File: src/rtl/sbc_pkg.sv
package sbc_pkg;

    typedef enum logic [2:0] {
        ST_IDLE  = 3'd0,
        ST_ALIGN = 3'd1,
        ST_ADDR  = 3'd2,
        ST_LAT   = 3'd3,
        ST_DATA  = 3'd4,
        ST_TURN  = 3'd5
    } sbc_state_e;

endpackage

File: src/rtl/sbc_clkdiv.sv
module sbc_clkdiv #(
    parameter int RATIO_W = 5
) (
    input  logic               clk,
    input  logic               rst_n,
    input  logic               en,
    input  logic [RATIO_W-1:0] ratio,
    output logic               mem_clk,
    output logic               rise_tick,
    output logic               fall_tick
);

    logic [RATIO_W-1:0] cnt_q;
    logic [RATIO_W-1:0] cnt_n;
    logic [RATIO_W-1:0] half;
    logic [RATIO_W-1:0] last;
    logic               mem_clk_q;

    // Phase counter: 0..half-1 is the high phase, half..ratio-1 the low phase.
    // When disabled it parks at half-1 so that the next enable starts a low phase.
    always_comb begin
        half      = ratio >> 1;
        last      = ratio - RATIO_W'(1);
        rise_tick = en && (cnt_q >= last);
        fall_tick = en && (cnt_q == half - RATIO_W'(1));
        if (!en) begin
            cnt_n = half - RATIO_W'(1);
        end else if (cnt_q >= last) begin
            cnt_n = '0;
        end else begin
            cnt_n = cnt_q + RATIO_W'(1);
        end
    end

    always_ff @(posedge clk) begin
        if (!rst_n) begin
            cnt_q     <= '0;
            mem_clk_q <= 1'b0;
        end else begin
            cnt_q     <= cnt_n;
            mem_clk_q <= en && (cnt_n < half);
        end
    end

    assign mem_clk = mem_clk_q;

    // a rise tick always produces a high clock on the next host cycle
    p_rise_high_r1: assert property (@(posedge clk) disable iff (!rst_n)
        rise_tick |=> mem_clk);

endmodule

File: src/rtl/sbc_seq.sv
module sbc_seq
    import sbc_pkg::*;
#(
    parameter int LAT_W  = 4,
    parameter int BEAT_W = 8,
    parameter int TURN_W = 4,
    parameter int DATA_W = 16
) (
    input  logic              clk,
    input  logic              rst_n,
    input  logic              start,
    input  logic [BEAT_W-1:0] beats,
    input  logic [LAT_W-1:0]  lat,
    input  logic [TURN_W-1:0] turn,
    input  logic              cont_eff,
    input  logic              rise_tick,
    input  logic              fall_tick,
    input  logic              mem_wait,
    input  logic [DATA_W-1:0] mem_rdata,
    output logic              clk_req,
    output logic              cs_n,
    output logic              adv_n,
    output logic              busy,
    output logic              beat_valid,
    output logic [DATA_W-1:0] beat_data
);

    sbc_state_e        state_q;
    sbc_state_e        state_n;
    logic              edge_seen_q;
    logic [LAT_W-1:0]  lat_q;
    logic [BEAT_W-1:0] rem_q;
    logic [TURN_W-1:0] turn_q;
    logic              take_beat;
    logic              last_take;
    logic              beat_valid_q;
    logic [DATA_W-1:0] beat_data_q;

    assign take_beat = (state_q == ST_DATA) && rise_tick && !mem_wait && !edge_seen_q;
    assign last_take = take_beat && (rem_q == BEAT_W'(1));

    // State register
    always_ff @(posedge clk) begin
        if (!rst_n) begin
            state_q <= ST_IDLE;
        end else begin
            state_q <= state_n;
        end
    end

    // Next-state decode
    always_comb begin
        state_n = state_q;
        unique case (state_q)
            ST_IDLE: begin
                if (start) begin
                    state_n = cont_eff ? ST_ALIGN : ST_ADDR;
                end
            end
            ST_ALIGN: begin
                if (fall_tick) begin
                    state_n = ST_ADDR;
                end
            end
            ST_ADDR: begin
                if (edge_seen_q && fall_tick) begin
                    state_n = ST_LAT;
                end
            end
            ST_LAT: begin
                if (rise_tick && (lat_q == '0)) begin
                    state_n = ST_DATA;
                end
            end
            ST_DATA: begin
                if (edge_seen_q && fall_tick) begin
                    state_n = (turn == '0) ? ST_IDLE : ST_TURN;
                end
            end
            ST_TURN: begin
                if (turn_q == '0) begin
                    state_n = ST_IDLE;
                end
            end
            default: state_n = ST_IDLE;
        endcase
    end

    // Counters and the edge flag
    always_ff @(posedge clk) begin
        if (!rst_n) begin
            edge_seen_q <= 1'b0;
            lat_q       <= '0;
            rem_q       <= '0;
            turn_q      <= '0;
        end else begin
            if (state_n != state_q) begin
                edge_seen_q <= 1'b0;
            end else if ((state_q == ST_ADDR && rise_tick) || last_take) begin
                edge_seen_q <= 1'b1;
            end

            if (state_q == ST_IDLE && start) begin
                rem_q <= (beats == '0) ? BEAT_W'(1) : beats;
            end else if (take_beat) begin
                rem_q <= rem_q - BEAT_W'(1);
            end

            if (state_q == ST_ADDR && state_n == ST_LAT) begin
                lat_q <= lat;
            end else if (state_q == ST_LAT && rise_tick && lat_q != '0) begin
                lat_q <= lat_q - LAT_W'(1);
            end

            if (state_q == ST_DATA && state_n == ST_TURN) begin
                turn_q <= turn - TURN_W'(1);
            end else if (state_q == ST_TURN && turn_q != '0) begin
                turn_q <= turn_q - TURN_W'(1);
            end
        end
    end

    // Beat capture
    always_ff @(posedge clk) begin
        if (!rst_n) begin
            beat_valid_q <= 1'b0;
            beat_data_q  <= '0;
        end else begin
            beat_valid_q <= take_beat;
            if (take_beat) begin
                beat_data_q <= mem_rdata;
            end
        end
    end

    assign beat_valid = beat_valid_q;
    assign beat_data  = beat_data_q;

    // Outputs from state
    always_comb begin
        cs_n    = 1'b1;
        adv_n   = 1'b1;
        clk_req = 1'b0;
        busy    = 1'b1;
        unique case (state_q)
            ST_IDLE:  busy = 1'b0;
            ST_ALIGN: clk_req = 1'b1;
            ST_ADDR: begin
                cs_n    = 1'b0;
                adv_n   = 1'b0;
                clk_req = 1'b1;
            end
            ST_LAT, ST_DATA: begin
                cs_n    = 1'b0;
                clk_req = 1'b1;
            end
            ST_TURN:  cs_n = 1'b1;
            default:  busy = 1'b0;
        endcase
    end

    // a waited sampling edge yields no beat
    p_wait_discard_r8: assert property (@(posedge clk) disable iff (!rst_n)
        (state_q == ST_DATA && rise_tick && mem_wait) |=> !beat_valid);

    // a beat only appears while the device is selected
    p_beat_selected_r7: assert property (@(posedge clk) disable iff (!rst_n)
        beat_valid |-> !cs_n);

    // beat strobes are single-cycle pulses
    p_beat_pulse_r7: assert property (@(posedge clk) disable iff (!rst_n)
        beat_valid |=> !beat_valid);

endmodule

File: src/rtl/sync_burst_clkctl.sv
module sync_burst_clkctl
    import sbc_pkg::*;
#(
    parameter int MIN_RATIO = 2,
    parameter int MAX_RATIO = 16,
    parameter int RATIO_W   = $clog2(MAX_RATIO + 1),
    parameter int LAT_W     = 4,
    parameter int TURN_W    = 4,
    parameter int BEAT_W    = 8,
    parameter int DATA_W    = 16
) (
    input  logic               clk,
    input  logic               rst_n,
    input  logic [RATIO_W-1:0] cfg_ratio,
    input  logic [LAT_W-1:0]   cfg_latency,
    input  logic [TURN_W-1:0]  cfg_turn,
    input  logic               cfg_continuous,
    input  logic               cfg_bank_sync,
    input  logic               burst_start,
    input  logic [BEAT_W-1:0]  burst_beats,
    input  logic               mem_wait,
    input  logic [DATA_W-1:0]  mem_rdata,
    output logic               mem_clk,
    output logic               mem_cs_n,
    output logic               mem_adv_n,
    output logic               beat_valid,
    output logic [DATA_W-1:0]  beat_data,
    output logic               busy
);

    localparam logic [RATIO_W-1:0] RATIO_LO = RATIO_W'(MIN_RATIO);
    localparam logic [RATIO_W-1:0] RATIO_HI = RATIO_W'(MAX_RATIO);

    logic               cont_eff;
    logic               clk_req;
    logic               div_en;
    logic               rise_tick;
    logic               fall_tick;
    logic [RATIO_W-1:0] ratio_eff;
    logic               cont_prev_q;

    always_comb begin
        if (cfg_ratio < RATIO_LO) begin
            ratio_eff = RATIO_LO;
        end else if (cfg_ratio > RATIO_HI) begin
            ratio_eff = RATIO_HI;
        end else begin
            ratio_eff = cfg_ratio;
        end
    end

    assign cont_eff = cfg_continuous && cfg_bank_sync;
    assign div_en   = cont_eff || clk_req;

    sbc_clkdiv #(
        .RATIO_W (RATIO_W)
    ) u_div (
        .clk       (clk),
        .rst_n     (rst_n),
        .en        (div_en),
        .ratio     (ratio_eff),
        .mem_clk   (mem_clk),
        .rise_tick (rise_tick),
        .fall_tick (fall_tick)
    );

    sbc_seq #(
        .LAT_W  (LAT_W),
        .BEAT_W (BEAT_W),
        .TURN_W (TURN_W),
        .DATA_W (DATA_W)
    ) u_seq (
        .clk        (clk),
        .rst_n      (rst_n),
        .start      (burst_start),
        .beats      (burst_beats),
        .lat        (cfg_latency),
        .turn       (cfg_turn),
        .cont_eff   (cont_eff),
        .rise_tick  (rise_tick),
        .fall_tick  (fall_tick),
        .mem_wait   (mem_wait),
        .mem_rdata  (mem_rdata),
        .clk_req    (clk_req),
        .cs_n       (mem_cs_n),
        .adv_n      (mem_adv_n),
        .busy       (busy),
        .beat_valid (beat_valid),
        .beat_data  (beat_data)
    );

    // Mode history for the idle-clock check
    always_ff @(posedge clk) begin
        if (!rst_n) begin
            cont_prev_q <= 1'b0;
        end else begin
            cont_prev_q <= cont_eff;
        end
    end

    // address valid is raised into a low memory clock
    p_adv_clk_low_r5: assert property (@(posedge clk) disable iff (!rst_n)
        $fell(mem_adv_n) |-> !mem_clk);

    // gated clock is quiet whenever no burst is running
    p_gated_idle_r2: assert property (@(posedge clk) disable iff (!rst_n)
        (!cont_eff && !cont_prev_q && !busy) |-> !mem_clk);

    // chip select is released only while the memory clock is low
    p_cs_release_r10: assert property (@(posedge clk) disable iff (!rst_n)
        $rose(mem_cs_n) |-> !mem_clk);

endmodule

File: config.mk
export PLATFORM = sky130hd
export DESIGN_NAME = sync_burst_clkctl
export DESIGN_NICKNAME = d
export VERILOG_FILES = /design/src/rtl/sbc_pkg.sv /design/src/rtl/sbc_clkdiv.sv /design/src/rtl/sbc_seq.sv /design/src/rtl/sync_burst_clkctl.sv
export SDC_FILE = /design/constraint.sdc
export NUM_CORES = 1
export LEC_CHECK = 0
export ABC_CLOCK_PERIOD_IN_PS = 3600
export BUFFER_PORTS_ARGS = -buffer_cell sky130_fd_sc_hd__buf_2
export CAP_MARGIN = 20
export CORE_ASPECT_RATIO = 0.7
export CORE_MARGIN = 2
export CORE_UTILIZATION = 25
export DETAILED_ROUTE_END_ITERATION = 10
export PLACE_DENSITY = 0.42
export SYNTH_ARGS = -nofsm -noshare
export SYNTH_HDL_FRONTEND = slang
export SYNTH_SLANG_ARGS = --single-unit
File: constraint.sdc
create_clock -name clk -period 3.6 [get_ports clk]
set_clock_uncertainty 0.05 [all_clocks]
set_input_delay 0.36 -clock clk [delete_from_list [all_inputs] [get_ports clk]]
set_output_delay 0.36 -clock clk [all_outputs]
set_load 0.02 [all_outputs]
==> impl_metrics.toml, run 1 <==
[status]
status = "finished clean"

[synth]
synth.yosys.seq_area_share_pct = 31.6
postSynthRegisterBits = 43
syn-num-nets = 395
synth_cell_types = 63
cells_after_synthesis = 336
syn-cell-area_um2 = 2730
main_flop_type_after_synthesis = "sky130_fd_sc_hd__dfxtp_1"
avgSynthCellArea_um2 = 8.11
synth_enable_flop_cells = 0
ys.warnings.count = 0
synth_async_sr_flop_share_pct = 0

[grt]
grt_remaining_overflow = 0
maximum_number_of_pins_on_one_net_before_global_route_repair = 22
number_of_global_route_vias_before_repair = 2373
grt_util_all_layers_pct = 12.8
number_of_antenna_violations_at_the_first_check_in_global_routing = 0
grt_pass1_wl_um = 12000

[cts]
post_cts.resized_instances = 0
cts_setup_buffers = 0
cts_tree = "yes"
clk_root_buffer_cell = "sky130_fd_sc_hd__clkbuf_16"
clock_buffers_created_by_tritoncts = 5
cts.reportedPaths.clkPinSlew_ns = 0.07
cts_hold_buf = 0
cts_sinks = 43
clock_tree.buffer_depth = 2
h-tree-depth = 2
clk_latency_ns = 0.28

[sta]
final_critical_path_setup_slack_ns = 0.426
layout_min_cycle_time_ns = 3.17
tightestPinTransition_ns = 0.681
setup_repair_after_global_routing_missed_its_margin = "no"
slew-limit-headroom_pct = 54.3
slew_violations = 0
number_of_setup_violations_in_the_final_report = 0
min_period_over_period_pct = 88.2
tns_ns = 0
holdWs_ns = 0.253
max_freq_mhz = 315
hold_viol_final = 0

[worst_hold_path]
holdPathStages = 2
holdCritStartpoint = "cfg_turn[0]"
hold_path.class = "input pin to flip-flop"
worst_hold_path.endpoint = "u_seq.turn_q[0]$_SDFFE_PN0P_"

[detailed_routing]
viasPerCell = 4.86
drt.antenna.violating_nets = 0
detailed_routing_iteration_count_for_the_pre_antenna_repair_pass = 4
via_count = 2581
drt-wirelength-per-cell_um = 14.3
drt_first_iter_violations = 158
routed_wirelength_um = 7620
post-route-drc-count = 0

[job]
max_cap_viol_count = 0

[critical_path]
worstSetupEndpointType = "flip-flop"
cp_top_family = "compound AO/OA/AOI/OAI gates"
crit_chain = "buf_2 -> o311ai_0 -> buf_4 -> ha_1 -> inv_1 -> xnor2_1 -> ha_1 -> a21o_1 -> a31oi_1 -> o21ai_1 -> nor2_1 -> o2bb2ai_1 -> ha_1 -> a221o_1 -> a31oi_1"
crit-reg2reg-capture = "u_seq.turn_q[2]$_SDFFE_PN0P_"
crit_path_max_fanout = 4
crit_path_top_delay_cell = "sky130_fd_sc_hd__o311ai_0"
startpoint_type = "input pin"
cp_data_arrival_time_ns = 3.34
critical_path_data_required_time_ns = 3.76
setup.worst_path.class = "input pin to flip-flop"
worst_r2r_path_depth = 10
worst-path-buf-inv = 3
biggest_cell_delay_along_the_critical_path_ns = 0.34
cp_num_cells = 15
r2r_start = "u_seq.state_q[1]$_SDFF_PN0_"
ff2ff_setup_slack_ns = 0.77
cpMostUsedCell = "sky130_fd_sc_hd__ha_1"

[floorplan]
ioPinCount = 64
rows = 31
die_w_um = 129
dieArea_um2 = 11800
initial_utilization_pct = 26.0
chipHeight_um = 91.4
core-area_um2 = 10500

[layout]
post_route_cells_drive_above_1_share_pct = 24.3
diodes = 0
finalInstanceArea_um2 = 3350
syn_to_final_growth_pct = 23.0
net_total_in_the_final_layout = 457

[placement]
post_dp_cell_area_um2 = 3180
place.detailed.hpwl_um = 5830
gp_congestion = 0.779
dp_slack_ns = 0.117
numPortBuffers = 63

[power_and_ir_drop]
ir_drop_uv = 202
pwr_density_cell_nw_per_um2 = 402
static-leakage-power_uw = 0.00140
-- power by group --
part	internal (uW)	switching (uW)	total, uW
Sequential	493	25.1	518
Combinational	114	168	283
Clock	349	197	547
Total	957	391	1350
-- Yosys cell counts, types with 3 or more instances --
| cell | n | area (um2) |
|---|---|---|
| sky130_fd_sc_hd__nand2_1 | 48 | 180 |
| sky130_fd_sc_hd__dfxtp_1 | 43 | 861 |
| sky130_fd_sc_hd__a21oi_1 | 39 | 195 |
| sky130_fd_sc_hd__nor2_1 | 23 | 86.3 |
| sky130_fd_sc_hd__ha_1 | 16 | 200 |
| sky130_fd_sc_hd__inv_1 | 15 | 56.3 |
| sky130_fd_sc_hd__nand3_1 | 12 | 60.1 |
| sky130_fd_sc_hd__o21ai_0 | 11 | 55.1 |
| sky130_fd_sc_hd__xnor2_1 | 9 | 78.8 |
| sky130_fd_sc_hd__clkbuf_1 | 7 | 26.3 |
| sky130_fd_sc_hd__xor2_1 | 7 | 61.3 |
| sky130_fd_sc_hd__a31oi_1 | 5 | 31.3 |
| sky130_fd_sc_hd__mux2i_1 | 5 | 50.1 |
| sky130_fd_sc_hd__nand2b_1 | 5 | 31.3 |
| sky130_fd_sc_hd__nor3_1 | 5 | 25.0 |
| sky130_fd_sc_hd__o21a_1 | 5 | 37.5 |
| sky130_fd_sc_hd__nand4_1 | 4 | 25.0 |
| sky130_fd_sc_hd__o211ai_1 | 4 | 30.0 |
| sky130_fd_sc_hd__a21o_1 | 3 | 22.5 |
| sky130_fd_sc_hd__a22oi_1 | 3 | 22.5 |
| sky130_fd_sc_hd__and3_1 | 3 | 18.8 |
| sky130_fd_sc_hd__buf_2 | 3 | 15.0 |
| sky130_fd_sc_hd__buf_6 | 3 | 33.8 |
| sky130_fd_sc_hd__clkbuf_2 | 3 | 15.0 |
| sky130_fd_sc_hd__o311ai_0 | 3 | 26.3 |
-- cell families (layout without fill, tap and decap cells) --
| logic type | after synthesis | count (layout) | synth area share (%) |
|---|---|---|---|
| flops | 43 | 43 | 31.6 |
| simple gates | 130 | 130 | 26.2 |
| compound gates | 91 | 91 | 21.0 |
| fa+ha+maj | 16 | 16 | 7.34 |
| mux | 7 | 7 | 2.80 |
| buf+inv | 33 | 96 | 5.92 |
| xor+xnor | 16 | 16 | 5.14 |
-- layout make-up --
| type | count | area (um2) |
|---|---|---|
| inverter | 15 | 56.3 |
| tap | 132 | 165 |
| fill | 1130 | 7120 |
| sequential | 43 | 861 |
| multi-input combinational | 260 | 1700 |
| timing repair buffer | 73 | 390 |
| clock buffer | 6 | 139 |
| clock inverter | 2 | 38.8 |
-- worst max path at each step --
| stage | startpoint | end |
|---|---|---|
| 5_1_grt | cfg_ratio[2] | u_div.mem_clk$_SDFF_PN0_ |
| 3_3_place_gp | cfg_ratio[2] | u_div.mem_clk$_SDFF_PN0_ |
| 3_5_place_dp | cfg_ratio[2] | u_div.mem_clk$_SDFF_PN0_ |
| 6_report | cfg_ratio[2] | u_div.mem_clk$_SDFF_PN0_ |
| 2_1_floorplan | cfg_ratio[2] | u_div.mem_clk$_SDFF_PN0_ |
| 4_1_cts | cfg_ratio[2] | u_div.mem_clk$_SDFF_PN0_ |
-- per-stage QoR --
step           utilization [%]  power, uW  instances
6_report                  32.0       1350        531
3_5_place_dp              30.3        810        523
4_1_cts                   32.0       1370        531
5_1_grt                   32.0       1420        531
2_1_floorplan                -        712        336
3_3_place_gp              30.3        813        523
-- state kept, by name, summed over array words and instances (netlist names) --
name	cells
u_div.mem_clk	1
u_seq.lat_q	4
u_div.cnt_q	5
u_seq.state_q	3
u_seq.edge_seen_q	1
u_seq.turn_q	4
u_seq.rem_q	8
u_seq.beat_data	16
u_seq.beat_valid	1
-- layer usage --
layer	global-route usage [%]	wire [um]	up-vias	part of all wire, %
li1	-	-	1326	-
met1	20.4	4210	1200	55
met2	17.2	3120	51	41
met3	2.65	237	4	3.1
met4	2.54	48	0	0.63
met5	0	0	-	0
-- cell usage in the layout (no fill, tap or decap), types with 4 or more instances in the layout --
| master | n |
|---|---|
| sky130_fd_sc_hd__buf_2 | 63 |
| sky130_fd_sc_hd__nand2_1 | 48 |
| sky130_fd_sc_hd__dfxtp_1 | 43 |
| sky130_fd_sc_hd__a21oi_1 | 39 |
| sky130_fd_sc_hd__nor2_1 | 23 |
| sky130_fd_sc_hd__ha_1 | 16 |
| sky130_fd_sc_hd__inv_1 | 15 |
| sky130_fd_sc_hd__nand3_1 | 12 |
| sky130_fd_sc_hd__o21ai_0 | 11 |
| sky130_fd_sc_hd__buf_4 | 10 |
| sky130_fd_sc_hd__xnor2_1 | 9 |
| sky130_fd_sc_hd__xor2_1 | 7 |
| sky130_fd_sc_hd__o21a_1 | 5 |
| sky130_fd_sc_hd__nand2b_1 | 5 |
| sky130_fd_sc_hd__mux2i_1 | 5 |
| sky130_fd_sc_hd__a31oi_1 | 5 |
| sky130_fd_sc_hd__nor3_1 | 5 |
| sky130_fd_sc_hd__clkbuf_16 | 5 |
| sky130_fd_sc_hd__o211ai_1 | 4 |
| sky130_fd_sc_hd__nand4_1 | 4 |
No activity file was read; power rests on OpenSTA's default activity.
==> run 2: changes to the inputs <==
- SYNTH_HIERARCHICAL: unset -> 1
==> impl_metrics.toml, run 2 <==
[power_and_ir_drop]
share_comb_of_total_power_pct = 21.4
power.net_switching_uw = 386
switching_share_pct = 27.2
share_clk_of_total_power_pct = 41.8
cellInternalPower_uw = 1030
seqPwrFrac_pct = 36.8
pwr_density_cell_nw_per_um2 = 414
ir_drop_uv = 164
static-leakage-power_uw = 0.00141

[placement]
post_dp_cell_area_um2 = 3240
post-place-cells = 539
place.detailed.hpwl_um = 5500
numPortBuffers = 63
dp_slack_ns = 0.0844
gp_congestion = 0.814

[detailed_routing]
via_count = 2590
detailed_routing_iteration_count_for_the_pre_antenna_repair_pass = 4
post-route-drc-count = 0
drt-wirelength-per-cell_um = 13.2
drt_first_iter_violations = 125
routed_wirelength_um = 7220
viasPerCell = 4.73
drt.antenna.violating_nets = 0

[critical_path]
startpoint_type = "input pin"
cpMostUsedCell = "sky130_fd_sc_hd__ha_1"
setup.worst_path.class = "input pin to flip-flop"
crit_path_top_delay_cell = "sky130_fd_sc_hd__or4_4"
critical_path_data_required_time_ns = 3.73
crit_chain = "buf_2 -> nor3_1 -> nor3b_1 -> inv_1 -> ha_1 -> xnor2_1 -> ha_1 -> a21o_1 -> a31oi_1 -> o21ai_4 -> and2_1 -> nand2b_1 -> or3_1 -> or4_4 -> and2_0 -> o31a_1"
cp_data_arrival_time_ns = 3.33
crit_path_max_fanout = 3
worst-path-buf-inv = 2
cp_top_family = "simple AND/OR/NAND/NOR gates"
biggest_cell_delay_along_the_critical_path_ns = 0.44
worstSetupEndpointType = "flip-flop"

[floorplan]
dieArea_um2 = 11600
chipHeight_um = 90.6
initial_utilization_pct = 25.8
rows = 31
die_w_um = 128
core-area_um2 = 10400
ioPinCount = 64

[layout]
diodes = 0
final-instance-count-excl-fill = 547
post_route_cells_drive_above_1_share_pct = 24.8
final_common_cell = "sky130_fd_sc_hd__buf_2"
fillers = 1112
area_of_all_sequential_standard_cells_um2 = 861
net_total_in_the_final_layout = 474
finalInstanceArea_um2 = 3430
largest_register_ffs = 16
syn_to_final_growth_pct = 27.9
multi_input_comb_area_um2 = 1690
layout_common_cells = "63 x sky130_fd_sc_hd__buf_2, 52 x sky130_fd_sc_hd__nand2_1, 43 x sky130_fd_sc_hd__dfxtp_1, 34 x sky130_fd_sc_hd__a21oi_1, 30 x sky130_fd_sc_hd__nor2_1"

[grt]
maximum_number_of_pins_on_one_net_before_global_route_repair = 27
grt_pass1_wl_um = 11900
number_of_global_route_vias_before_repair = 2398
grt_remaining_overflow = 0
grt_util_all_layers_pct = 12.8
number_of_antenna_violations_at_the_first_check_in_global_routing = 0

[sta]
tightestPinTransition_ns = 0.613
final_critical_path_setup_slack_ns = 0.393
slew_violations = 0
hold_viol_final = 0
setup_repair_after_global_routing_missed_its_margin = "no"
layout_min_cycle_time_ns = 3.21
number_of_setup_violations_in_the_final_report = 0
slew-limit-headroom_pct = 58.7
min_period_over_period_pct = 89.1
max_freq_mhz = 312
tns_ns = 0

[cts]
h-tree-depth = 2
clock_tree.buffer_depth = 2
cts_tree = "yes"
post_cts.resized_instances = 0
clock_buffers_created_by_tritoncts = 5
cts_hold_buf = 0
cts_setup_buffers = 0
cts_sinks = 43
clk_latency_ns = 0.28
clk_root_buffer_cell = "sky130_fd_sc_hd__clkbuf_16"
cts.reportedPaths.clkPinSlew_ns = 0.06

[worst_hold_path]
hold_path.class = "input pin to flip-flop"

[synth]
main_flop_type_after_synthesis = "sky130_fd_sc_hd__dfxtp_1"
avgSynthCellArea_um2 = 7.78
synthMostInstantiatedCell = "sky130_fd_sc_hd__nand2_1"
ys.warnings.count = 6
synth.yosys.seq_area_share_pct = 32.1
synth_async_sr_flop_share_pct = 0
synthDominantAreaCellType = "sky130_fd_sc_hd__dfxtp_1"
cells_after_synthesis = 344
synth_enable_flop_cells = 0
postSynthRegisterBits = 43
ys_top_cells_by_area = "sky130_fd_sc_hd__dfxtp_1 32%, sky130_fd_sc_hd__ha_1 7.9%, sky130_fd_sc_hd__nand2_1 7.3%, sky130_fd_sc_hd__a21oi_1 6.4%, sky130_fd_sc_hd__xnor2_1 4.9%"
synth_top_cells_by_count = "52 x sky130_fd_sc_hd__nand2_1, 43 x sky130_fd_sc_hd__dfxtp_1, 34 x sky130_fd_sc_hd__a21oi_1"
syn-num-nets = 404
syn-cell-area_um2 = 2680
synth_top_cell_area_share_pct = 32.1
synth_cell_types = 61

[job]
max_cap_viol_count = 0

[status]
status = "finished clean"
-- run 2: path summary, 6_finish.rpt --
kind	depth (start not counted)	end	slack, ns	from
max	16	u_seq/rem_q[3]$_SDFFE_PN0P_	0.39	cfg_ratio[3]
min	2	u_seq/turn_q[0]$_SDFFE_PN0P_	0.26	cfg_turn[0]
max reg2reg	11	u_seq/turn_q[2]$_SDFFE_PN0P_	0.80	u_div/cnt_q[2]$_SDFF_PN0_
min reg2reg	2	u_seq/beat_data[10]$_SDFFE_PN0P_	0.40	u_seq/beat_data[10]$_SDFFE_PN0P_
-- run 2: cell type report --
class	count	share of cell area, %
Inverter	13	1.42
Sequential cell	43	25.1
Timing Repair Buffer	82	13.7
Clock inverter	2	1.75
Multi-Input combinational cell	269	49.4
Clock buffer	6	3.76
Tap cell	132	4.82
-- run 2: cell families after synthesis --
family / synth area share [%]
AO/OA/AOI/OAI: 19.3
XOR/XNOR: 6.54
adder cells (fa/ha/maj): 7.94
buffers and inverters: 5.23
flip-flops: 32.1
multiplexers: 1.17
AND/OR/NAND/NOR: 27.7
-- run 2: per-stage QoR --
stage               power, uW  hold slack [ns]  util (%)
CTS                      1440            0.250      33.0
global route             1500            0.254      33.0
finish                   1420            0.256      33.0
global placement          840            0.390      31.1
detailed placement        834            0.394      31.1
floorplan                 740            0.407         -
-- run 2: power by group through the flow --
| stage | logic, uW | registers, uW | clock network, uW |
|---|---|---|---|
| final | 304 | 521 | 592 |
| after floorplan | 217 | 523 | 0 |
| after global routing | 346 | 523 | 629 |
| after CTS | 306 | 520 | 610 |
| after detailed placement | 304 | 530 | 0 |
| after global placement | 309 | 532 | 0 |
-- run 2: layer usage --
| layer | global-route usage (%) | wire, um | vias up | share of wire [%] |
|---|---|---|---|---|
| li1 | - | - | 1363 | - |
| met2 | 16.9 | 2830 | 53 | 39 |
| met3 | 3.26 | 348 | 4 | 4.8 |
| met1 | 20.3 | 3990 | 1170 | 55 |
| met4 | 2.47 | 45 | 0 | 0.62 |
| met5 | 0 | 0 | - | 0 |
==> run 3: changes to the inputs <==
- CORE_UTILIZATION: 25 -> 45
- PLACE_DENSITY: 0.42 -> 0.68
==> impl_metrics.toml, run 3 (synthesis gave the netlist of run 2 again) <==
[critical_path]
biggest_cell_delay_along_the_critical_path_ns = 0.37
startpoint_type = "input pin"
worst-path-buf-inv = 3
crit_path_max_fanout = 23
cp_data_arrival_time_ns = 3.48
crit_chain = "buf_2 -> o21ba_2 -> nor2_2 -> inv_1 -> ha_1 -> nand2_1 -> xnor2_1 -> ha_1 -> nand2_1 -> o21ai_4 -> and2_1 -> nand2b_1 -> or3_1 -> buf_4 -> nor4_1 -> xnor2_1 -> a211oi_1"
crit_path_top_delay_cell = "sky130_fd_sc_hd__nor4_1"
worstSetupEndpointType = "flip-flop"
setup.worst_path.class = "input pin to flip-flop"
critical_path_data_required_time_ns = 3.76
cp_top_family = "simple AND/OR/NAND/NOR gates"

[layout]
fillers = 542
layout_common_cells = "63 x sky130_fd_sc_hd__buf_2, 52 x sky130_fd_sc_hd__nand2_1, 43 x sky130_fd_sc_hd__dfxtp_1, 34 x sky130_fd_sc_hd__a21oi_1, 30 x sky130_fd_sc_hd__nor2_1"
diodes = 0
final-instance-count-excl-fill = 487
largest_register_ffs = 16
finalInstanceArea_um2 = 3260
net_total_in_the_final_layout = 471
final_common_cell = "sky130_fd_sc_hd__buf_2"
syn_to_final_growth_pct = 21.6
post_route_cells_drive_above_1_share_pct = 24.5

[power_and_ir_drop]
share_clk_of_total_power_pct = 31.5
static-leakage-power_uw = 0.00136
seqPwrFrac_pct = 43.3
power.net_switching_uw = 363
pwr_density_cell_nw_per_um2 = 369
ir_drop_uv = 241
share_comb_of_total_power_pct = 25.2
switching_share_pct = 30.2
total_power_uw = 1200
cellInternalPower_uw = 838

[detailed_routing]
routed_wirelength_um = 6530
drt-wirelength-per-cell_um = 13.4
post-route-drc-count = 0
detailed_routing_iteration_count_for_the_pre_antenna_repair_pass = 4
viasPerCell = 5.34
via_count = 2602
drt_first_iter_violations = 209
drt.antenna.violating_nets = 0

[grt]
grt_remaining_overflow = 0
number_of_antenna_violations_at_the_first_check_in_global_routing = 0
grt_util_all_layers_pct = 20.4
grt_pass1_wl_um = 10500
maximum_number_of_pins_on_one_net_before_global_route_repair = 24
number_of_global_route_vias_before_repair = 2230

[floorplan]
ioPinCount = 64
dieArea_um2 = 6590
initial_utilization_pct = 46.8
core-area_um2 = 5730
die_w_um = 96.2
rows = 23
chipHeight_um = 68.5

[placement]
post_dp_cell_area_um2 = 3140
place.detailed.hpwl_um = 5030
post-place-cells = 479
numPortBuffers = 63
gp_congestion = 0.871

[sta]
slew-limit-headroom_pct = 60.6
slew_violations = 0
tns_ns = 0
setup_repair_after_global_routing_missed_its_margin = "no"
max_freq_mhz = 301
hold_viol_final = 0
layout_min_cycle_time_ns = 3.32
tightestPinTransition_ns = 0.586
min_period_over_period_pct = 92.4
holdWs_ns = 0.246
number_of_setup_violations_in_the_final_report = 0

[cts]
cts_setup_buffers = 0
cts_tree = "yes"
clk_latency_ns = 0.29
clk_root_buffer_cell = "sky130_fd_sc_hd__clkbuf_8"
cts.reportedPaths.clkPinSlew_ns = 0.09
h-tree-depth = 2
cts_sinks = 43
cts_hold_buf = 0
post_cts.resized_instances = 0
clock_tree.buffer_depth = 2
clock_buffers_created_by_tritoncts = 5

[worst_hold_path]
hold_path.class = "input pin to flip-flop"

[status]
status = "finished clean"

[job]
max_cap_viol_count = 0
-- run 3: changes by cell type in the layout (fill, tap and decap cells not counted), sizes merged --
cell,previous run,this run
buf,82,79
clkinv,1,3
clkbuf,6,5
bufinv,2,1
-- run 3: power by group through the flow --
| stage | Sequential, uW | Clock [uW] | Combinational, uW |
|---|---|---|---|
| final | 520 | 379 | 302 |
| after global routing | 523 | 408 | 345 |
| after CTS | 519 | 388 | 301 |
| after detailed placement | 530 | 0 | 299 |
| after global placement | 530 | 0 | 296 |
| after floorplan | 523 | 0 | 217 |
-- run 3: final timing paths --
check / endpoint / depth (start not counted) / from / slack [ns]
worst min register to register: u_seq/beat_data[6]$_SDFFE_PN0P_ / 2 / u_seq/beat_data[6]$_SDFFE_PN0P_ / 0.40
worst max-delay path: u_seq/rem_q[7]$_SDFFE_PN0P_ / 17 / cfg_ratio[1] / 0.28
worst max register to register: u_seq/rem_q[7]$_SDFFE_PN0P_ / 12 / u_div/cnt_q[0]$_SDFF_PN0_ / 0.72
worst min-delay path: u_seq/beat_data[4]$_SDFFE_PN0P_ / 3 / mem_rdata[4] / 0.25
-- run 3: metrics by stage --
step	worst slack [ns]	utilization, %
CTS	0.327	56.8
finish	0.275	56.8
global route	0.0124	56.8
detailed placement	0.0209	54.9
global placement	0.141	54.9
floorplan	0.0415	-
-- run 3: per-layer routing --
| metal | vias up | GRT usage [%] | routed length (um) |
|---|---|---|---|
| met5 | - | 0 | 0 |
| met4 | 0 | 3.75 | 37 |
| met3 | 4 | 4.13 | 473 |
| met2 | 80 | 29.1 | 2670 |
| met1 | 1164 | 31.7 | 3350 |
| li1 | 1354 | - | - |
-- run 3: final cells by class --
type | count | area, um2 | area share, %
clock inverters | 3 | 43.8 | 1.35
multi-input cells | 269 | 1690 | 52.0
well taps | 75 | 93.8 | 2.88
repair buffers | 79 | 448 | 13.8
clock buffers | 5 | 68.8 | 2.11
flip-flops and latches | 43 | 861 | 26.4
inverters | 13 | 48.8 | 1.50
-- run 3: worst register-to-register path: cells and delay by family, from the launching register on --
kind / cells / cell delay, ns
DFF: 1 / 0.41
buffers and inverters: 2 / 0.33
and+or+nand+nor: 5 / 1.08
adders and majority gates: 1 / 0.27
xor gates and xnor gates: 1 / 0.13
AOI/OAI and AO/OA: 3 / 0.53
